--- src/rtl/serial_tx_pkg.sv ---
package serial_tx_pkg;
  // widest character: eight data bits plus the optional ninth bit
  localparam int unsigned CHAR_W  = 9;
  // start + body + stop for the widest frame
  localparam int unsigned FRAME_W = CHAR_W + 2;
  localparam int unsigned LEN_W   = $clog2(FRAME_W + 1);

  // parity over the low data bits; odd selects odd sense
  function automatic logic parity_bit(input logic [CHAR_W-2:0] d, input logic odd);
    return (^d) ^ odd;
  endfunction

  // frame image, bit 0 leaves first; unused high bits stay at the idle level
  function automatic logic [FRAME_W-1:0] build_frame(input logic [CHAR_W-1:0] d,
                                                    input logic nine,
                                                    input logic par_en,
                                                    input logic odd);
    logic [FRAME_W-1:0] f;
    f = '1;
    f[0] = 1'b0;
    f[CHAR_W-1:1] = d[CHAR_W-2:0];
    if (nine) f[CHAR_W] = par_en ? parity_bit(d[CHAR_W-2:0], odd) : d[CHAR_W-1];
    return f;
  endfunction

  function automatic logic [LEN_W-1:0] frame_len(input logic nine);
    return nine ? LEN_W'(FRAME_W) : LEN_W'(FRAME_W - 1);
  endfunction
endpackage

--- src/rtl/serial_tx_baud.sv ---
module serial_tx_baud #(
  parameter int unsigned DIV_W = 13,
  parameter int unsigned OVS   = 16
) (
  input  logic             clk,
  input  logic             rst_n,
  input  logic             restart,
  input  logic             run,
  input  logic [DIV_W-1:0] divisor,
  output logic             bit_end
);
  localparam int unsigned SUB_W = $clog2(OVS);
  localparam logic [SUB_W-1:0] SUB_LAST = SUB_W'(OVS - 1);

  logic [DIV_W-1:0] pre_q;
  logic [SUB_W-1:0] sub_q;
  logic [DIV_W-1:0] pre_last;
  logic             tick;

  assign pre_last = (divisor == '0) ? '0 : divisor - 1'b1;
  assign tick     = run && (pre_q == pre_last);
  assign bit_end  = tick && (sub_q == SUB_LAST);

  always_ff @(posedge clk or negedge rst_n) begin
    if (!rst_n) begin
      pre_q <= '0;
      sub_q <= '0;
    end else if (restart || !run) begin
      pre_q <= '0;
      sub_q <= '0;
    end else if (tick) begin
      pre_q <= '0;
      sub_q <= (sub_q == SUB_LAST) ? '0 : sub_q + 1'b1;
    end else begin
      pre_q <= pre_q + 1'b1;
    end
  end
endmodule

--- src/rtl/serial_tx_hold.sv ---
module serial_tx_hold #(
  parameter int unsigned DATA_W = 9
) (
  input  logic              clk,
  input  logic              rst_n,
  input  logic              flush,
  input  logic              wr,
  input  logic [DATA_W-1:0] wr_data,
  input  logic              take,
  output logic              full,
  output logic [DATA_W-1:0] data
);
  always_ff @(posedge clk or negedge rst_n) begin
    if (!rst_n) begin
      full <= 1'b0;
      data <= '0;
    end else if (flush) begin
      full <= 1'b0;
    end else if (wr) begin
      data <= wr_data;
      full <= 1'b1;
    end else if (take) begin
      full <= 1'b0;
    end
  end
endmodule

--- src/rtl/serial_tx_shift.sv ---
module serial_tx_shift #(
  parameter int unsigned FRAME_W = 11,
  parameter int unsigned LEN_W   = 4
) (
  input  logic               clk,
  input  logic               rst_n,
  input  logic               abort,
  input  logic               load,
  input  logic [FRAME_W-1:0] frame_in,
  input  logic [LEN_W-1:0]   len_in,
  input  logic               bit_end,
  output logic               line_bit,
  output logic               busy,
  output logic               frame_end
);
  logic [FRAME_W-1:0] sh_q;
  logic [LEN_W-1:0]   left_q;

  assign frame_end = busy && bit_end && (left_q == LEN_W'(1));
  assign line_bit  = busy ? sh_q[0] : 1'b1;

  always_ff @(posedge clk or negedge rst_n) begin
    if (!rst_n) begin
      sh_q   <= '1;
      left_q <= '0;
      busy   <= 1'b0;
    end else if (abort) begin
      sh_q   <= '1;
      left_q <= '0;
      busy   <= 1'b0;
    end else if (load) begin
      sh_q   <= frame_in;
      left_q <= len_in;
      busy   <= 1'b1;
    end else if (frame_end) begin
      sh_q   <= '1;
      left_q <= '0;
      busy   <= 1'b0;
    end else if (busy && bit_end) begin
      sh_q   <= {1'b1, sh_q[FRAME_W-1:1]};
      left_q <= left_q - 1'b1;
    end
  end
endmodule

--- src/rtl/serial_tx_core.sv ---
module serial_tx_core
  import serial_tx_pkg::*;
#(
  parameter int unsigned DIV_W = 13,
  parameter int unsigned OVS   = 16
) (
  input  logic              clk,
  input  logic              rst_n,
  input  logic              cfg_tx_en,
  input  logic              cfg_nine_bit,
  input  logic              cfg_parity_en,
  input  logic              cfg_parity_odd,
  input  logic              cfg_irq_empty_en,
  input  logic              cfg_irq_done_en,
  input  logic [DIV_W-1:0]  cfg_divisor,
  input  logic              wr_en,
  input  logic [CHAR_W-1:0] wr_data,
  output logic              tx_line,
  output logic              flag_hold_empty,
  output logic              flag_tx_done,
  output logic              irq
);
  logic              hold_full;
  logic [CHAR_W-1:0] hold_data;
  logic              busy;
  logic              line_bit;
  logic              bit_end;
  logic              frame_end;
  logic              load_evt;
  logic              done_q;

  // hand-off: shifter idle, or its stop bit ends this very cycle
  assign load_evt = cfg_tx_en && hold_full && (!busy || frame_end);

  serial_tx_hold #(.DATA_W(CHAR_W)) u_hold (
    .clk     (clk),
    .rst_n   (rst_n),
    .flush   (!cfg_tx_en),
    .wr      (wr_en),
    .wr_data (wr_data),
    .take    (load_evt),
    .full    (hold_full),
    .data    (hold_data)
  );

  serial_tx_baud #(.DIV_W(DIV_W), .OVS(OVS)) u_baud (
    .clk     (clk),
    .rst_n   (rst_n),
    .restart (load_evt),
    .run     (busy),
    .divisor (cfg_divisor),
    .bit_end (bit_end)
  );

  serial_tx_shift #(.FRAME_W(FRAME_W), .LEN_W(LEN_W)) u_shift (
    .clk       (clk),
    .rst_n     (rst_n),
    .abort     (!cfg_tx_en),
    .load      (load_evt),
    .frame_in  (build_frame(hold_data, cfg_nine_bit, cfg_parity_en, cfg_parity_odd)),
    .len_in    (frame_len(cfg_nine_bit)),
    .bit_end   (bit_end),
    .line_bit  (line_bit),
    .busy      (busy),
    .frame_end (frame_end)
  );

  always_ff @(posedge clk or negedge rst_n) begin
    if (!rst_n)                      done_q <= 1'b1;
    else if (load_evt)               done_q <= 1'b0;
    else if (frame_end && cfg_tx_en) done_q <= 1'b1;
  end

  assign tx_line         = cfg_tx_en ? line_bit : 1'b1;
  assign flag_hold_empty = !hold_full;
  assign flag_tx_done    = done_q;
  assign irq             = (flag_hold_empty && cfg_irq_empty_en) ||
                           (flag_tx_done && cfg_irq_done_en);
endmodule

--- config.mk ---
export PLATFORM = sky130hd
export DESIGN_NAME = serial_tx_core
export DESIGN_NICKNAME = d
export VERILOG_FILES = /design/src/rtl/serial_tx_pkg.sv /design/src/rtl/serial_tx_baud.sv /design/src/rtl/serial_tx_hold.sv /design/src/rtl/serial_tx_shift.sv /design/src/rtl/serial_tx_core.sv
export SDC_FILE = /design/constraint.sdc
export NUM_CORES = 1
export LEC_CHECK = 0
export CORE_MARGIN = 1.5
export CORE_UTILIZATION = 50
export CTS_CLUSTER_SIZE = 40
export DETAILED_ROUTE_END_ITERATION = 7
export GPL_ROUTABILITY_DRIVEN = 0
export PLACE_DENSITY = 0.77
export SLEW_MARGIN = 10
export SYNTH_ARGS = -nofsm -noshare
export SYNTH_HDL_FRONTEND = slang
export SYNTH_HIERARCHICAL = 1
export SYNTH_SLANG_ARGS = --single-unit
--- constraint.sdc ---
create_clock -name clk -period 4.9 [get_ports clk]
set_input_delay 0.49 -clock clk [delete_from_list [all_inputs] [get_ports clk]]
set_output_delay 0.49 -clock clk [all_outputs]
set_load 0.005 [all_outputs]
# After elaboration in Yosys (flattened, before gate mapping)
# Index checks and enable logic that the tools add are counted.
dict set report totals {
  ff_bits 44
  inputBits 31
  out_inout_bits 4
}
dict set report classes {
  add_sub_neg 4
  n_eq_ne 6
  mux 27
  bitwise_logic 1
  n_reduce_logical 19
}
# cell count
set op_table {}
lappend op_table {{$mux W11} 4}
lappend op_table {{$mux W13} 3}
lappend op_table {{$mux W4} 7}
lappend op_table {{$add A13 B1 Y13 const B} 1}
lappend op_table {{$eq A13 B13 Y1} 1}
lappend op_table {{$logic_not A13 Y1} 1}
lappend op_table {{$mux W1} 13}
lappend op_table {{$sub A13 B1 Y13 const B} 1}
lappend op_table {{$logic_and A1 B1 Y1} 9}
lappend op_table {{$reduce_xor A8 Y1} 1}
lappend op_table {{$ne A3 B1 Y1 const B} 2}
lappend op_table {{$add A4 B1 Y4 const B} 1}
lappend op_table {{$eq A4 B1 Y1 const B} 1}
lappend op_table {{$eq A4 B4 Y1 const B} 1}
lappend op_table {{$ne A4 B1 Y1 const B} 1}
lappend op_table {{$reduce_bool A2 Y1} 2}
lappend op_table {{$sub A4 B1 Y4 const B} 1}
lappend op_table {{$logic_or A1 B1 Y1} 3}
lappend op_table {{$logic_not A1 Y1} 2}
lappend op_table {{$reduce_and A2 Y1} 1}
lappend op_table {{$xor A1 B1 Y1} 1}

# Logic depth before layout (Yosys ltp)
dict set report logic_depth {
  ltp_word 12
  depth_mapped 19
  depth_no_buf 16
}

# Modules after synthesis
# Netlist, hierarchy kept.
# mod instances cells_each area_each_um2
set modules_own_cells {}
lappend modules_own_cells {serial_tx_baud 1 183 1526.5}
lappend modules_own_cells {serial_tx_shift 1 113 1037.2}
lappend modules_own_cells {serial_tx_hold 1 24 425.4}
lappend modules_own_cells {serial_tx_core 1 21 175.2}

# Worst setup path before layout
# Ideal clock, no wire load.
dict set report synth_path {
  path_kind {input-to-reg}
  startpoint {in cfg_divisor[5]}
  endpoint {reg u_shift.left_q[3]}
  setup_ps 132
  t_arrival_ps 4468
  required_ps 4768
  setup_slack_ps 300
  stages 18
  n_path_buf 5
  cell_sequence {buf_6 > or4_4 > or4_4 > o211ai_2 > o221ai_2 > or4_4 > nor4_1 > buf_4 > nand2_1 > buf_6 > nor2_1 > inv_1 > a211oi_1 > buf_2 > buf_2 > inv_1 > a31oi_1 > o22ai_1}
}
dict set report synth_between {
  elab_chain_len 11
  word_cells_on_any_way 14
}
# item line_no
set synth_lines {}
lappend synth_lines {{start: declaration} serial_tx_core.sv:15} ;# input logic [DIV_W-1:0] cfg_divisor,
lappend synth_lines {{$sub A13 B1 Y13 / $logic_not A13 Y1 (equally long branches)} serial_tx_baud.sv:20} ;# assign pre_last = (divisor == '0) ? '0 : divisor - 1'b1;
lappend synth_lines {{$mux W13 *} serial_tx_baud.sv:20}
lappend synth_lines {{$eq A13 B13 Y1 *} serial_tx_baud.sv:21} ;# assign tick = run && (pre_q == pre_last);
lappend synth_lines {{$logic_and A1 B1 Y1 *} serial_tx_baud.sv:21}
lappend synth_lines {{$logic_and A1 B1 Y1 *} serial_tx_baud.sv:22} ;# assign bit_end = tick && (sub_q == SUB_LAST);
lappend synth_lines {{via bit_end} serial_tx_core.sv:27} ;# logic bit_end;
lappend synth_lines {{$logic_and A1 B1 Y1 * (2 in series)} serial_tx_shift.sv:19} ;# assign frame_end = busy && bit_end && (left_q == LEN_W'(1));
lappend synth_lines {{via frame_end} serial_tx_core.sv:28} ;# logic frame_end;
lappend synth_lines {{$logic_or A1 B1 Y1 *} serial_tx_core.sv:33} ;# assign load_evt = cfg_tx_en && hold_full && (!busy || frame_end);
lappend synth_lines {{$logic_and A1 B1 Y1 *} serial_tx_core.sv:33}
lappend synth_lines {{via load_evt} serial_tx_core.sv:29} ;# logic load_evt;
lappend synth_lines {{$mux W4} serial_tx_shift.sv:31} ;# end else if (load) begin
lappend synth_lines {{$mux W4} serial_tx_shift.sv:27} ;# end else if (abort) begin
lappend synth_lines {{end signal: assignment} serial_tx_shift.sv:33} ;# left_q <= len_in;
lappend synth_lines {{end signal: assignment} serial_tx_shift.sv:41} ;# left_q <= left_q - 1'b1;
lappend synth_lines {{end: declaration} serial_tx_shift.sv:17} ;# logic [LEN_W-1:0] left_q;
# Mark *: on every way through the listed nets, which the timed path passes. The rest lies on a longest branch.
# A chain may end at the register's enable or synchronous reset.

# Worst setup path in the final report
dict set report layout_path {
  startpoint {in cfg_divisor[0]}
  endpoint {reg u_baud.sub_q[2]}
}
dict set report layout_between {
  elab_chain_len 11
  word_cells_on_any_way 13
}
# item line_no
set layout_lines {}
lappend layout_lines {{$sub A13 B1 Y13 / $logic_not A13 Y1 (equally long branches)} serial_tx_baud.sv:20}
lappend layout_lines {{$mux W13 *} serial_tx_baud.sv:20}
lappend layout_lines {{$eq A13 B13 Y1 *} serial_tx_baud.sv:21}
lappend layout_lines {{$logic_and A1 B1 Y1 *} serial_tx_baud.sv:21}
lappend layout_lines {{$logic_and A1 B1 Y1 *} serial_tx_baud.sv:22}
lappend layout_lines {{via bit_end} serial_tx_core.sv:27}
lappend layout_lines {{$logic_and A1 B1 Y1 * (2 in series)} serial_tx_shift.sv:19}
lappend layout_lines {{via frame_end} serial_tx_core.sv:28}
lappend layout_lines {{$logic_or A1 B1 Y1 *} serial_tx_core.sv:33}
lappend layout_lines {{$logic_and A1 B1 Y1 *} serial_tx_core.sv:33}
lappend layout_lines {{via load_evt} serial_tx_core.sv:29}
lappend layout_lines {{$logic_or A1 B1 Y1 *} serial_tx_baud.sv:28} ;# end else if (restart || !run) begin
lappend layout_lines {{$mux W4 / $reduce_bool A2 Y1 (equally long branches)} -}
lappend layout_lines {{end signal: assignment} serial_tx_baud.sv:33} ;# sub_q <= (sub_q == SUB_LAST) ? '0 : sub_q + 1'b1;
lappend layout_lines {{end: declaration} serial_tx_baud.sv:16} ;# logic [SUB_W-1:0] sub_q;
# Marked as above.

==> results.toml <==
[status]
run_status = "completed"

[pwr]
ir_drop_mv = 0.2122
p_per_area_mw_per_mm2 = 240.5
leakage_nw = 1.458

[sta]
final.setup.worst_slack_ps = 369.9
tns_ps = 0
worstMarginPinSlew_ps = 985.2
slew_violations = 0
period_share = 0.9245
setup_viol = 0
fmax_mhz = 220.7
fin_skew_ps = 7.951
finalHoldViolCount = 0
fin_crit_ps = 4530
relSlewSlack = 0.3424

[worst_setup_path]
cp.arrival_ps = 4720
worst-setup-path-type = "input pin to flop"
crit_path_max_fanout = 5
worstPathCellList = "clkdlybuf4s50_1 -> inv_1 -> ha_1 -> or4b_4 -> nor4_2 -> mux2i_1 -> a211o_2 -> or4_4 -> nor4_2 -> nand2_1 -> nor2_1 -> inv_1 -> a211oi_4 -> buf_4 -> nand2b_1 -> buf_4 -> nor2_1 -> nand4_1 -> nand2_1"
crit_path_start_kind = "input pin"
critical-path-top-delay-family = "simple AND/OR/NAND/NOR gates"
crit_required_ps = 5090
crit_path_max_incr_delay_ps = 530
crit_buf_inv = 5
crit_slowest_cell = "or4b_4"
cp-end-kind = "flop"

[placement]
pre_cts_ws_ps = -40.31
place_hpwl_um = 4985
port_buffers = 34

[run]
cap_violations = 0

[clocking]
postCtsHoldBufs = 0
clk-insertion-delay-late_ps = 300
cts_root_buf = "clkbuf_8"
cts.clk_slew.worst_paths_ps = 90
cts.path.max_buffers = 2
cts_buffers = 5
htree_levels = 2
cts_tree = "yes"
cts_num_sinks = 44

[global_routing]
grt_overflow = 0
grt_max_degree = 45
grt_use_total = 0.2170
grt_pass1_wl_um = 11590
grt_pass1_vias = 2659
antenna_found_initial = 0

[final_layout]
num_antenna_cells = 0
layout_common_cells = "33 x clkdlybuf4s50_1, 32 x dfrtp_1, 27 x nor2_1, 21 x nand2_1"
layout_commonest_cell = "clkdlybuf4s50_1"
nNetsFinal = 419
utilization = 0.6250
drive_gt1_frac = 0.1901
area_growth_syn_to_layout_pct = 19.02

[logic_synthesis]
synth_area_mm2 = 0.003164
synth.distinct_cells = 69
synth_edf_count = 0
syn_inst = 341
synthFlopType = "dfrtp_1"
avgSynthCellArea_um2 = 9.279
ys_async_sr_fraction = 1.000
yosysWarnings = 6
synth-seq-cells = 44
ys_seq_area_frac = 0.3527

[routing]
viasPerCell = 5.935
num_vias = 2724
drc = 0
firstDrtPassIters = 4
wirelength_um = 6947
wl_per_cell_um = 15.14
drt_iter0_markers = 137
ant_nets = 0

[floorplan]
die_width_um = 82.55
initial_utilization = 0.5251
core.rowCount = 28
chipHeight_um = 82.55
dieArea_mm2 = 0.006815
ios = 35
coreArea_mm2 = 0.006026

[worst_hold_path]
hold_path_class = "input pin to asynchronous set/reset pin"
[where the power goes]
part           switching [mW]  total, mW  leakage [nW]  internal (mW)
Clock                   0.133      0.287        0.0548          0.154
Combinational          0.0903      0.200         0.854          0.110
Sequential             0.0227      0.419         0.549          0.396
Total                   0.246      0.906          1.46          0.660
[per-layer routing]
| layer | vias to the layer above | part of all wire | GRT usage | routed length, µm |
|---|---|---|---|---|
| met5 | - | 0 | 0 | 0 |
| met4 | 0 | 0.019 | 0.06500 | 130 |
| met3 | 12 | 0.039 | 0.03187 | 274 |
| met2 | 73 | 0.49 | 0.3846 | 3396 |
| met1 | 1314 | 0.45 | 0.2720 | 3145 |
| li1 | 1325 | - | - | - |
[timing repair]
| action | 4_1_cts | 5_1_grt |
|---|---|---|
| setup buffers | 0 | 0 |
| endpoints found under the setup margin | 0 | 23 |
| gates resized for setup | 0 | 3 |
[metrics by stage]
stage	hold slack, ps	area [µm²]	power, mW	std cells
after floorplan	194.4	3176	0.5557	344
after global placement	491.9	3627	0.6210	451
after detailed placement	492.8	3627	0.6236	451
after CTS	365.8	3742	0.9120	459
after global routing	408.2	3766	0.9520	459
final	333.0	3766	0.9058	459
[flip-flops by register name, indices dropped and copies added, names as in the netlist]
signal,flops
u_hold/data,9
u_shift/busy,1
u_shift/left_q,4
flag_tx_done,1
u_hold/full,1
u_baud/sub_q,4
u_baud/pre_q,13
u_shift/sh_q,11
[area by class of cell]
cell class | instances | area [µm²]
fill | 523 | 2260
clock inverter | 3 | 46.29
timing repair buffer | 48 | 452.9
clock buffer | 5 | 68.82
multi-input combinational | 265 | 1917
tap | 75 | 93.84
sequential | 44 | 1116
inverter | 19 | 71.32
[cells in the mapped netlist, types with 3 or more instances]
library cell,n,area share
nand3b_1,11,0.026
mux2_4,9,0.043
ha_1,5,0.020
a31oi_1,3,0.0059
buf_4,3,0.0071
mux2i_1,3,0.0095
a211oi_1,4,0.0095
o21a_1,3,0.0071
or3_1,4,0.0079
nor3_1,19,0.030
a21oi_1,14,0.022
nand4_1,11,0.022
xnor2_1,18,0.050
o21ai_0,9,0.014
nor2_1,27,0.032
buf_6,4,0.014
buf_2,5,0.0079
clkbuf_1,4,0.0047
dfrtp_1,32,0.25
nand3_1,11,0.017
nand2b_1,5,0.0099
dfstp_2,12,0.10
a22o_1,8,0.022
nand2_1,21,0.025
o21ai_1,6,0.0095
or4_4,3,0.011
nor4_1,3,0.0059
xor2_1,9,0.025
inv_1,19,0.023
and3_1,5,0.0099
a22o_2,4,0.013
[cells by family after synthesis]
kind of cell	count (synthesis)	synth area share
mux	13	0.05575
flops	44	0.3527
simple gates	135	0.2404
other cells	2	0.002373
compound gates	78	0.1855
buf+inv	35	0.05654
xor+xnor	29	0.08699
fa+ha+maj	5	0.01977
[path summary, 6_finish.rpt]
path / start / end / slack [ps] / depth (start not counted)
max in group asynchronous: rst_n / u_shift/busy / 3960 / 1
hold reg to reg: u_hold/data[8] / u_hold/data[8] / 510 / 1
setup / recovery: cfg_divisor[0] / u_baud/sub_q[2] / 370 / 19
setup reg to reg: u_shift/busy / u_baud/sub_q[2] / 1140 / 16
min in group clk: u_hold/data[8] / u_hold/data[8] / 510 / 1
hold / removal: rst_n / u_hold/data[2] / 330 / 1
(Power assumes the default switching activity.)
